==> config.mk <==
export PLATFORM = sky130hd
export DESIGN_NAME = scl_rate_gen
export DESIGN_NICKNAME = d
export VERILOG_FILES = /design/src/rtl/scl_rate_gen.sv
export SDC_FILE = /design/constraint.sdc
export NUM_CORES = 1
export LEC_CHECK = 0
export ABC_AREA = 1
export BUFFER_PORTS_ARGS = -buffer_cell sky130_fd_sc_hd__buf_2
export CAP_MARGIN = 20
export CELL_PAD_IN_SITES_DETAIL_PLACEMENT = 0
export CELL_PAD_IN_SITES_GLOBAL_PLACEMENT = 1
export CORE_MARGIN = 3
export CORE_UTILIZATION = 43
export CTS_BUF_LIST = sky130_fd_sc_hd__clkbuf_4 sky130_fd_sc_hd__clkbuf_8
export CTS_CLUSTER_SIZE = 25
export DETAILED_ROUTE_END_ITERATION = 12
export HOLD_SLACK_MARGIN = 0.06
export PLACE_DENSITY_LB_ADDON = 0.1
export SLEW_MARGIN = 20
export SYNTH_ARGS = -nofsm -noshare
export SYNTH_HDL_FRONTEND = slang
export SYNTH_SLANG_ARGS = --single-unit
==> constraint.sdc <==
create_clock -name clk -period 3.9 [get_ports clk]
set_input_delay 0.195 -clock clk [delete_from_list [all_inputs] [get_ports clk]]
set_output_delay 0.195 -clock clk [all_outputs]
set_load 0.05 [all_outputs]
==> src/rtl/scl_rate_gen.sv <==
module scl_rate_gen #(
  parameter int DIV_W   = 8,
  parameter int EXTRA_W = 4
) (
  input  logic               clk,
  input  logic               rst_n,
  input  logic               enable,
  input  logic               div_we,
  input  logic [DIV_W-1:0]   div_wdata,
  output logic [DIV_W-1:0]   div_q,
  input  logic [EXTRA_W-1:0] extra_cycles,
  input  logic               stall,
  input  logic               scl_in,
  output logic               scl_drive_low,
  output logic               phase_tick
);

  localparam int MAX_HALF = 8 + (2**DIV_W - 1) + (2**EXTRA_W - 1);
  localparam int CW       = $clog2(MAX_HALF + 1);

  typedef enum logic [1:0] {S_IDLE, S_LOW, S_HIGH} phase_e;

  phase_e        state;
  logic [CW-1:0] cnt;
  logic [CW-1:0] low_last, high_last;

  assign low_last  = CW'(div_q) + CW'(7);
  assign high_last = low_last + CW'(extra_cycles);

  always_ff @(posedge clk or negedge rst_n) begin
    if (!rst_n) begin
      div_q         <= '0;
      state         <= S_IDLE;
      cnt           <= '0;
      scl_drive_low <= 1'b0;
      phase_tick    <= 1'b0;
    end else begin
      if (div_we) div_q <= div_wdata;
      phase_tick <= 1'b0;
      if (!enable) begin
        state         <= S_IDLE;
        cnt           <= '0;
        scl_drive_low <= 1'b0;
      end else begin
        unique case (state)
          S_IDLE: begin
            state         <= S_LOW;
            cnt           <= '0;
            scl_drive_low <= 1'b1;
            phase_tick    <= 1'b1;
          end
          S_LOW: begin
            if (!stall) begin
              if (cnt >= low_last) begin
                state         <= S_HIGH;
                cnt           <= '0;
                scl_drive_low <= 1'b0;
                phase_tick    <= 1'b1;
              end else begin
                cnt <= cnt + 1'b1;
              end
            end
          end
          S_HIGH: begin
            if (scl_in) begin
              if (cnt >= high_last) begin
                state         <= S_LOW;
                cnt           <= '0;
                scl_drive_low <= 1'b1;
                phase_tick    <= 1'b1;
              end else begin
                cnt <= cnt + 1'b1;
              end
            end
          end
          default: state <= S_IDLE;
        endcase
      end
    end
  end


  div_write_chk: assert property (@(posedge clk) disable iff (!rst_n)
    div_we |=> div_q == $past(div_wdata));


  idle_release_chk: assert property (@(posedge clk) disable iff (!rst_n)
    !enable |=> (!scl_drive_low && !phase_tick));


  stall_hold_chk: assert property (@(posedge clk) disable iff (!rst_n)
    (enable && stall && state == S_LOW) |=> scl_drive_low);


  slave_hold_chk: assert property (@(posedge clk) disable iff (!rst_n)
    (enable && !scl_in && state == S_HIGH) |=> !scl_drive_low);


  tick_on_edge_chk: assert property (@(posedge clk) disable iff (!rst_n)
    phase_tick |-> scl_drive_low != $past(scl_drive_low));


  edge_has_tick_chk: assert property (@(posedge clk) disable iff (!rst_n)
    ($past(enable) && scl_drive_low != $past(scl_drive_low)) |-> phase_tick);


  tick_single_chk: assert property (@(posedge clk) disable iff (!rst_n)
    phase_tick |=> !phase_tick);

endmodule

# --- Word level (Yosys, flattened, before mapping) ---
# Cells that the tools add are included.
op_classes:
  n_mul: 0
  n_div: 0
  n_mux: 24
  reduce_logical: 4
  eq_ne: 7
  n_addsub: 3
  shift: 0
  n_bitwise: 0
  n_lt_le_gt_ge: 2
ops:
  columns: ["cell", "n"]
  rows:
  - ["$mux W9", 5]
  - ["$pmux W9 S3", 1]
  - ["$ge A9 B9 Y1", 2]
  - ["$ne A3 B3 Y1 const B", 4]
  - ["$mux W1", 10]
  - ["$mux W2", 5]
  - ["$add A8 B3 Y9 const B", 1]
  - ["$add A9 B1 Y9 const B", 1]
  - ["$add A9 B4 Y9", 1]
  - ["$pmux W1 S3", 2]
  - ["$pmux W2 S3", 1]
  - ["$reduce_and A5 Y1", 1]
  - ["$ne A4 B1 Y1 const B", 1]
  - ["$reduce_and A4 Y1", 1]
  - ["$reduce_and A3 Y1", 1]
  - ["$eq A2 B1 Y1 const B", 1]
  - ["$eq A2 B2 Y1 const B", 1]
  - ["$logic_not A2 Y1", 1]
totals:
  memories: 0
  word_cells: 45
  output_inout_bits: 10
  reg_bits: 21
  ramBits: 0
  romBits: 0
  inputBits: 18
  latch_bits: 0

# --- Longest topological paths before layout ---
depth:
  ltp_word: 7
  depth_mapped: 23
  ltp_nobuf: 23

# --- Worst setup path after synthesis ---
# No wires, ideal clock.
synth_timing:
  path_kind: "register to register"
  start: "register div_q[0]"
  end: "register scl_drive_low"
  t_required_ns: 3.781
  t_arrival_ns: 3.267
  path_slack_ns: 0.514
  stages_incl_launch_ff: 24
  n_path_buf: 0
  period_less_slack_ns: 3.386
  setup_ns: 0.119
  cell_sequence: "dfrtp_1 inv_1 ha_1 xnor2_1 inv_1 ha_1 nand3_1 nand2_1 nand3_1 nor2_1 nand3b_1 nand2_1 inv_1 ha_1 nand2_1 inv_1 nand2_1 nand2_1 nor2_1 nand3_1 nand2_2 nand2_1 nand3_1 nand2_1"
synth_via:
  elab_chain_cells: 5
  elab_cells_between_ends: 7
  classes_between: "add/sub: 2; order compare: 2; eq/ne: 2; reduce/logical: 1"
synth_rtl:
  columns: ["element", "line", "source"]
  rows:
  - ["start: declaration", "10", "output logic [DIV_W-1:0] div_q,"]
  - ["start signal: assignment", "38", "if (div_we) div_q <= div_wdata;"]
  - ["$add A8 B3 Y9 *", "27", "assign low_last = CW'(div_q) + CW'(7);"]
  - ["$add A9 B4 Y9", "28", "assign high_last = low_last + CW'(extra_cycles);"]
  - ["$ge A9 B9 Y1", "66", "if (cnt >= high_last) begin"]
  - ["$ne A3 B3 Y1 (no line)", null, null]
  - ["$reduce_and A5 Y1 (no line) *", null, null]
  - ["end signal: assignment", "35", "scl_drive_low <= 1'b0;"]
  - ["end signal: assignment", "43", "scl_drive_low <= 1'b0;"]
  - ["end signal: assignment", "69", "scl_drive_low <= 1'b1;"]
  - ["end: declaration", "14", "output logic scl_drive_low,"]
# Every way passes the cells marked *; elsewhere a longest branch is shown, timed or not.
# A chain may end at the register's enable or synchronous reset.

# --- Worst setup path in the final report ---
# Same ends and word-level chain as after synthesis.

==> flow_summary.ini <==
[logic_synthesis]
synth_nets = 312
synth_compound_area_share_pct = 6.04
synth_xor_area_share_pct = 6.82
synth.area.mux_share_pct = 0.584
synth_area_per_cell_sq_um = 7.33
ys_types = 23
ys_seq_area_share_pct = 27.3
ys_ff_latch = 21
synth_fa_ha_area_share_pct = 20.5
synth_top_family_by_area = simple AND/OR/NAND/NOR gates
netlist_area_sq_um = 1930
syn_inst = 263
yosys.area_share.simple_pct = 31.5
synth-warning-count = 0

[run_status]
status = finished clean

[floorplanning]
core_area_sq_um = 4170
num_rows = 23
pin_count = 28
dieArea_sq_um = 5320
dieHeight_microns = 72.9
die_w_microns = 72.9
initial_core_util_pct = 46.2

[setup_path]
endpoint_kind = flop
cp_max_fo = 10
slowest_delay_ns = 0.35
crit_path_cell_trace = inv_1 -> ha_1 -> xnor2_1 -> inv_1 -> ha_1 -> nand3_1 -> nand2_1 -> nand3_1 -> nor2_1 -> nand3b_1 -> nand2_1 -> inv_1 -> ha_1 -> nand2_1 -> inv_1 -> nand2_1 -> nand2_1 -> nor2_1 -> nand3_1 -> nand2_2 -> nand2_1 -> nand3_1 -> nand2_1
worst-setup-path-type = reg2reg
path_common_cell = nand2_1
crit_path_start_kind = flop
worst_path_dominant_cell_family = simple AND/OR/NAND/NOR gates
cp.required_ns = 4.06
critical_path_buf_inv_count = 4
cp_slowest_cell = dfrtp_1
cp.arrival_ns = 3.50

[sta]
hold_ws_ns = 0.135
slew_violations = 0
hold_viol = 0
fmax_mhz = 300
rsz0062_at_grt = no
layout_min_cycle_time_ns = 3.34
finClkSkew_ns = 0.00221
worst_slew_pin_slew_ns = 0.530
relSlewSlack_pct = 64.7
fin_crit_sh_pct = 85.6
fin_setup_tns_ns = 0
setup_viol = 0

[global_routing]
grt_overflow_total = 0
grt_util_all_layers_pct = 17.5
grt_first_pass_wirelength_microns = 7250
antenna_found_initial = 0
grt_max_degree = 22
grt_pass1_vias = 1556

[placed_design]
hpwl_microns = 3470
port_buffers = 27
place_inst = 339
routabilityCongestion = 0.807
place_area_sq_um = 2120

[pwr]
power.leakage_nw = 1.21
powerDensity_nw_per_um2 = 423
ir_worst_vdd_uv = 193
total_power_mw = 0.921

[drt]
drt-initial-drc-count = 72
drc = 0
wirelength_microns = 4160
antenna_left = 0
via_count = 1676
firstDrtPassIters = 4
detail_route.wl_per_cell_microns = 12.1
vias_per_cell = 4.87

[clock_network]
cts_buffer_depth = 2
clock_sinks = 21
insertion_delay_ns = 0.26
cts-root-buf = clkbuf_8
post_cts_buffers = 0
cts_buffers = 3
cts_tree = yes
htree_levels = 1
clkSlewWorstSetupHoldPaths_ns = 0.08

[final_layout]
area_growth_pct = 13.1
diodes = 0
final_layout_size_suffix_gt1_share_pct = 13.9
postLayoutCellArea_sq_um = 2180
fin_nets = 344
finalNonFillerCells = 344

[run]
cap_violations = 0

[hold_path]
hold_path_class = in2reg
sequential cells by signal, indices dropped and copies added (netlist names):
name and flops:
phase_tick 1, div_q 8, cnt 9, scl_drive_low 1
state 2
worst paths after layout:
path                                     from       endpoint  slack, ns  cells past startpoint
max in group asynchronous               rst_n       div_q[5]       3.11                      2
worst max register to register       div_q[0]  scl_drive_low       0.56                     23
min in group asynchronous               rst_n     phase_tick       0.44                      2
worst max-delay path                 div_q[0]  scl_drive_low       0.56                     23
worst min register to register  scl_drive_low  scl_drive_low       0.48                      2
worst min-delay path             div_wdata[7]       div_q[7]       0.14                      3
layer usage:
layer	part of all wire, %	vias up	track usage (%)
li1	-	912	-
met1	53	736	27.3
met4	0.58	0	3.48
met2	42	26	25.1
met3	3.6	2	2.89
met5	0	-	0
cell type report:
cell class / instances / area, sq um
fillers: 410 / 1990
inverters: 35 / 136
repair buffers: 28 / 145
clock buffers: 4 / 48.8
well taps: 50 / 62.6
multi-input cells: 206 / 1260
flip-flops and latches: 21 / 526
kinds of logic after synthesis:
| kind of cell | count (synthesis) |
|---|---|
| fa+ha+maj | 31 |
| simple gates | 138 |
| xor+xnor | 15 |
| buf+inv | 36 |
| mux | 1 |
| flops | 21 |
| compound gates | 21 |
where the power goes:
group	internal (mW)	total [mW]	leakage (nW)	switching (mW)
sequential	0.247	0.275	0.273	0.0272
combinational	0.161	0.494	0.905	0.332
clock	0.0798	0.153	0.0262	0.0731
total	0.488	0.921	1.21	0.433
cell usage in the layout (no fill, tap or decap), types with 8 or more instances in the layout:
cell type	n
buf_2	27
ha_1	30
a21oi_1	8
nand2_1	76
xor2_1	12
nand3_1	26
nor2_1	22
dfrtp_1	21
inv_1	32
o21ai_0	8
synth_stat cells:
master | number | area share (%)
a21oi_1 | 8 | 2.1
clkbuf_1 | 1 | 0.19
dfrtp_1 | 21 | 27
fa_1 | 1 | 1.0
ha_1 | 30 | 19
inv_1 | 32 | 6.2
inv_2 | 1 | 0.19
inv_4 | 2 | 0.65
mux2_2 | 1 | 0.58
nand2_1 | 76 | 15
nand2_2 | 2 | 0.65
nand3_1 | 26 | 6.8
nand3_4 | 1 | 0.91
nand3b_1 | 4 | 1.6
nand4_1 | 5 | 1.6
nor2_1 | 22 | 4.3
nor2_4 | 1 | 0.58
o21ai_0 | 8 | 2.1
o21ai_1 | 4 | 1.0
o21ai_4 | 1 | 0.84
or2_2 | 1 | 0.32
xnor2_1 | 3 | 1.4
xor2_1 | 12 | 5.5
worst reg2reg max path: cells and delay by family, from the launching register on:
kind	cells	cell delay, ns
fa+ha+maj	3	0.86
simple gates	15	1.57
buf+inv	4	0.26
flops	1	0.35
xor+xnor	1	0.21
metrics by stage:
step	utilization (%)	setup slack (ns)
floorplan	-	0.514
global placement	50.8	0.644
detailed placement	50.8	0.572
CTS	52.2	0.541
global route	52.2	0.103
finish	52.2	0.561
repair_timing:
| item | in CTS | in global routing |
|---|---|---|
| hold buffers | 1 | 0 |
| endpoints found under the hold margin | 21 | 0 |
| resized for setup | 0 | 0 |
Power figures use the tool's default switching activity.
